<file path="src/rtl/i2c_rx_ackpec.sv">
module i2c_rx_ackpec #(
  parameter int          NFLAG = 4,
  parameter logic [7:0]  POLY  = 8'h07
) (
  input  logic             clk,
  input  logic             rst_n,
  input  logic             reg_we,
  input  logic             reg_sel,
  input  logic [7:0]       reg_wdata,
  output logic [7:0]       reg_rdata,
  input  logic             master_mode,
  input  logic             start_seen,
  input  logic             stop_seen,
  input  logic             rstart_done,
  input  logic             byte_valid,
  input  logic [7:0]       rx_byte,
  input  logic [NFLAG-1:0] flag_set,
  input  logic [NFLAG-1:0] flag_clr,
  output logic [NFLAG-1:0] flags,
  output logic             irq,
  output logic             bus_busy,
  output logic             ack_valid,
  output logic             ack_drive,
  output logic             rstart_req,
  output logic [7:0]       crc_out,
  output logic             crc_err
);

  logic en, ie, ackdis, repsen, pec, master_q;
  logic wr, pec_match, ack_next;

  function automatic logic [7:0] crc_step(input logic [7:0] c, input logic [7:0] d);
    logic [7:0] x;
    x = c ^ d;
    for (int i = 0; i < 8; i++)
      x = x[7] ? ((x << 1) ^ POLY) : (x << 1);
    return x;
  endfunction

  assign wr         = reg_we & reg_sel;
  assign pec_match  = (rx_byte == crc_out);
  assign ack_next   = !ackdis && (master_mode || !pec || pec_match);
  assign reg_rdata  = {en, ie, 3'b000, ackdis, repsen, pec};
  assign irq        = ie & (|flags);
  assign rstart_req = en & repsen & master_mode;

  always_ff @(posedge clk) begin
    if (!rst_n) begin
      en       <= 1'b0;
      ie       <= 1'b0;
      ackdis   <= 1'b0;
      repsen   <= 1'b0;
      pec      <= 1'b0;
      master_q <= 1'b0;
    end else begin
      master_q <= master_mode;
      if (wr) begin
        en     <= reg_wdata[7];
        ie     <= reg_wdata[6];
        ackdis <= reg_wdata[2];
        repsen <= reg_wdata[1];
        pec    <= reg_wdata[0];
      end
      if (rstart_done || (master_q && !master_mode))
        repsen <= 1'b0;
      if (en && byte_valid && pec)
        pec <= 1'b0;
    end
  end

  always_ff @(posedge clk) begin
    if (!rst_n || !en) begin
      flags     <= '0;
      bus_busy  <= 1'b0;
      crc_out   <= 8'h00;
      crc_err   <= 1'b0;
      ack_valid <= 1'b0;
      ack_drive <= 1'b0;
    end else begin
      flags     <= (flags & ~flag_clr) | flag_set;
      ack_valid <= byte_valid;
      if (byte_valid)
        ack_drive <= ack_next;
      if (start_seen) begin
        bus_busy <= 1'b1;
        crc_out  <= 8'h00;
        crc_err  <= 1'b0;
      end else if (byte_valid) begin
        crc_out <= crc_step(crc_out, rx_byte);
        if (pec && !pec_match)
          crc_err <= 1'b1;
      end
      if (stop_seen || (wr && reg_wdata[5]))
        bus_busy <= 1'b0;
    end
  end

endmodule

</file>
<file path="config.mk">
export PLATFORM = sky130hd
export DESIGN_NAME = i2c_rx_ackpec
export DESIGN_NICKNAME = d
export VERILOG_FILES = /design/src/rtl/i2c_rx_ackpec.sv
export SDC_FILE = /design/constraint.sdc
export NUM_CORES = 1
export LEC_CHECK = 0
export BUFFER_PORTS_ARGS = -buffer_cell sky130_fd_sc_hd__buf_2
export CORE_MARGIN = 5
export CORE_UTILIZATION = 41
export CTS_CLUSTER_DIAMETER = 200
export DETAILED_ROUTE_END_ITERATION = 8
export MAX_ROUTING_LAYER = met4
export PLACE_DENSITY_LB_ADDON = 0.2
export SLEW_MARGIN = 25
export SYNTH_ARGS = -nofsm -noshare
export SYNTH_HDL_FRONTEND = slang
export SYNTH_SLANG_ARGS = --single-unit
</file>
<file path="constraint.sdc">
create_clock -name clk -period 1.6 [get_ports clk]
set_input_delay 0.32 -clock clk [delete_from_list [all_inputs] [get_ports clk]]
set_output_delay 0.32 -clock clk [all_outputs]
set_load 0.005 [all_outputs]
</file>
==> results.toml <==
[run_status]
status = "finished, final reports clean"

[sta]
max_freq_mhz = 629.8
setup_violations = 0
finalCritPeriodShare_pct = 99.24
report.final.slew_viol_count = 0
timing.setup.tns_ns = 0
fin_crit_ns = 1.588
holdWs_ns = 0.1597
clock_skew_ns = 0.004140
rsz0062_at_grt = "true"
hold_viol = 0

[placed_design]
dp_hpwl_um = 2360
io_buffers = 53
gp_congestion = 0.7934
placed_cells = 211

[synthesis]
yosys_warnings = 0
ys_ff_latch = 22
synth_seq_area_share_pct = 36.59
synth_area_um2 = 1204
syn_inst = 124
syn_area_per_cell_um2 = 9.707
yosysUniqueCellTypes = 31

[setup_path]
cp.required_ns = 1.85
cp_cell_sequence = "buf_2 > buf_4 > xor3_1 > xnor3_1 > or3_4 > a21oi_2"
max_stage_delay_ns = 0.40
cp.depth = 6
cp.arrival_ns = 1.84
startpoint_type = "input pin"
r2r_slack_ns = 0.06
worstSetupEndpoint = "crc_out[2]"
crit_fanout = 2
cp-startpoint = "rx_byte[2]"
reg2regPathDepth = 5
worstPathBufferInverterCount = 2
r2r-end = "crc_out[1]"
end_kind = "flop"
crit_slowest_cell = "xnor3_1"
r2r_start = "crc_out[6]"
cp_top_family = "XOR/XNOR gates"
worstSetupPathType = "input pin to flop"

[cells_and_area]
syn_to_final_growth_pct = 38.46
nFillCells = 251
finalNonFillerCells = 217
antenna_cells = 0
drive_above_1_share_pct = 45.70
fin_nets = 223

[floorplanning]
dieArea_um2 = 4119
dieWidth_um = 64.18
io_pins = 59
fp-row-count = 19
core_area_um2 = 2781
die_h_um = 64.18
start_util_pct = 43.27

[drt]
dr.pass1.iters = 5
drtIter0Drc = 15
antenna_left = 0
dr_total_vias = 1070
wl_um = 2832
vias_per_cell = 4.931
drc = 0
wl_per_cell_um = 13.05

[clock_tree]
root_buffer = "clkbuf_4"
hold_buffers = 0
cts_buffer_depth = 2
cts_htree_levels = 1
numCtsBuffers = 3
cts.clk_slew.worst_paths_ns = 0.13
clk_latency_ns = 0.30
cts_tree = "done"
cts.sinks = 22

[run]
cap_violations = 0

[pwr]
ir_drop_v = 0.0008217
power_density_nw_per_um2 = 742.9
p_leak_nw = 0.8594
total_power_mw = 1.238

[global_route]
grt_pass1_wl_um = 4761
overflow = 0
grt_pass1_vias = 1104
grt.total_usage_pct = 14.72
antenna_found_initial = 0
grt_max_degree = 14

[hold_path]
hold_class = "input pin to flop"
area by class of cell:
class / instances / area (µm²) / share of cell area (%)
Tap cell: 31 / 38.79 / 2.327
Timing Repair Buffer: 68 / 377.9 / 22.67
Inverter: 5 / 18.77 / 1.126
Sequential cell: 22 / 442.9 / 26.58
Multi-Input combinational cell: 87 / 735.7 / 44.14
Clock buffer: 3 / 22.52 / 1.351
Clock inverter: 1 / 30.03 / 1.802
cells by family after synthesis:
family	after synthesis	synth area share [%]
other	1	0.3116
multiplexers	4	3.327
buffers and inverters	17	7.796
AO/OA/AOI/OAI	22	11.95
flip-flops	22	36.59
XOR/XNOR	17	21.21
adder cells (fa/ha/maj)	3	3.119
AND/OR/NAND/NOR	38	15.70
how the worst min path moves through the flow:
| stage | startpoint | to | slack [ns] | cells past startpoint |
|---|---|---|---|---|
| 4_1_cts | rstart_done | repsen | 0.15 | 2 |
| 6_report | rstart_done | repsen | 0.16 | 2 |
| 3_5_place_dp | crc_err | crc_err | 0.46 | 2 |
| 3_3_place_gp | crc_err | crc_err | 0.45 | 2 |
| 2_1_floorplan | rstart_done | repsen | 0.40 | 1 |
| 5_1_grt | rstart_done | repsen | 0.15 | 2 |
metrics by stage:
step	instance area, µm²	util [%]	setup slack [ns]
global route	1667	59.92	-0.01237
detailed placement	1538	55.29	-0.2016
floorplan	1211	-	0.04922
CTS	1614	58.03	0.002813
global placement	1538	55.29	-0.06855
finish	1667	59.92	0.01214
power by group:
| part | total (mW) | switching [mW] | leakage, nW | internal [mW] |
|---|---|---|---|---|
| Combinational | 0.245 | 0.0966 | 0.652 | 0.148 |
| Clock | 0.425 | 0.172 | 0.0279 | 0.253 |
| Sequential | 0.568 | 0.00925 | 0.179 | 0.559 |
registers in the layout, indices dropped and copies added, names as in the netlist:
name,count
crc_out,8
flags,4
ack_drive,1
ack_valid,1
ackdis,1
bus_busy,1
crc_err,1
en,1
ie,1
master_q,1
pec,1
repsen,1
layout by cell type (no fill, tap or decap):
| master | instances |
|---|---|
| a21oi_1 | 6 |
| or3_1 | 3 |
| mux2i_1 | 4 |
| and3_1 | 4 |
| nor4_1 | 1 |
| nor2b_1 | 2 |
| a21boi_0 | 3 |
| dfxtp_1 | 20 |
| and2_1 | 1 |
| or3_4 | 1 |
| nor3_1 | 1 |
| nand3_1 | 3 |
| a31oi_1 | 1 |
| clkbuf_4 | 3 |
| xnor2_1 | 5 |
| buf_4 | 15 |
| bufinv_16 | 1 |
| ha_1 | 2 |
| o31ai_1 | 3 |
| or2_2 | 1 |
| a21oi_2 | 1 |
| a2111oi_2 | 1 |
| ha_2 | 1 |
| nand2_1 | 6 |
| xnor3_1 | 5 |
| dfxtp_2 | 2 |
| buf_2 | 53 |
| inv_1 | 5 |
| conb_1 | 3 |
| xor3_1 | 2 |
| nor2_1 | 13 |
| nor4b_1 | 1 |
| o41a_1 | 1 |
| or3_2 | 1 |
| xnor2_4 | 1 |
| o211ai_1 | 3 |
| xnor2_2 | 4 |
| o21ai_0 | 3 |
worst reg2reg max path, cell delays in order, from the launching register on:
cell and delay [ns]:
dfxtp_2 0.37, xnor2_4 0.21, buf_4 0.14, xnor3_1 0.29, or3_1 0.31, a21oi_1 0.15
metal layers:
metal  share of wire (%)  vias up  global-route usage (%)
met3                 5.7        2                   3.327
met2                  52       28                   26.13
met4                0.74        0                   4.580
met1                  41      494                   16.24
met5                   0        -                       -
li1                    -      546                       -
cell usage after synthesis:
cell type | instances | area (µm²)
a2111oi_0 | 1 | 8.760
a21boi_0 | 3 | 22.52
a21oi_1 | 7 | 35.03
a31oi_1 | 1 | 6.260
and2_1 | 1 | 6.260
and3_1 | 4 | 25.02
buf_4 | 8 | 60.06
clkbuf_1 | 4 | 15.01
conb_1 | 1 | 3.750
dfxtp_1 | 22 | 440.4
ha_1 | 3 | 37.54
inv_1 | 5 | 18.77
mux2i_1 | 4 | 40.04
nand2_1 | 6 | 22.52
nand3_1 | 3 | 15.01
nor2_1 | 13 | 48.80
nor2b_1 | 2 | 12.51
nor3_1 | 1 | 5.000
nor4_1 | 1 | 6.260
nor4b_1 | 1 | 8.760
o211ai_1 | 3 | 22.52
o21ai_0 | 3 | 15.01
o31ai_1 | 3 | 22.52
o41a_1 | 1 | 11.26
or2_2 | 1 | 6.260
or3_1 | 4 | 25.02
or3_2 | 1 | 7.510
xnor2_1 | 9 | 78.83
xnor2_2 | 1 | 16.27
xnor3_1 | 5 | 112.6
xor3_1 | 2 | 47.55
what timing repair did:
item | CTS | global route
gates resized for setup | 5 | 7
endpoints found under the setup margin | 3 | 4
buffers inserted | 1 | 1
pin swaps | 7 | 1
endpoints found under the hold margin | 0 | 0
(Power assumes the default switching activity.)
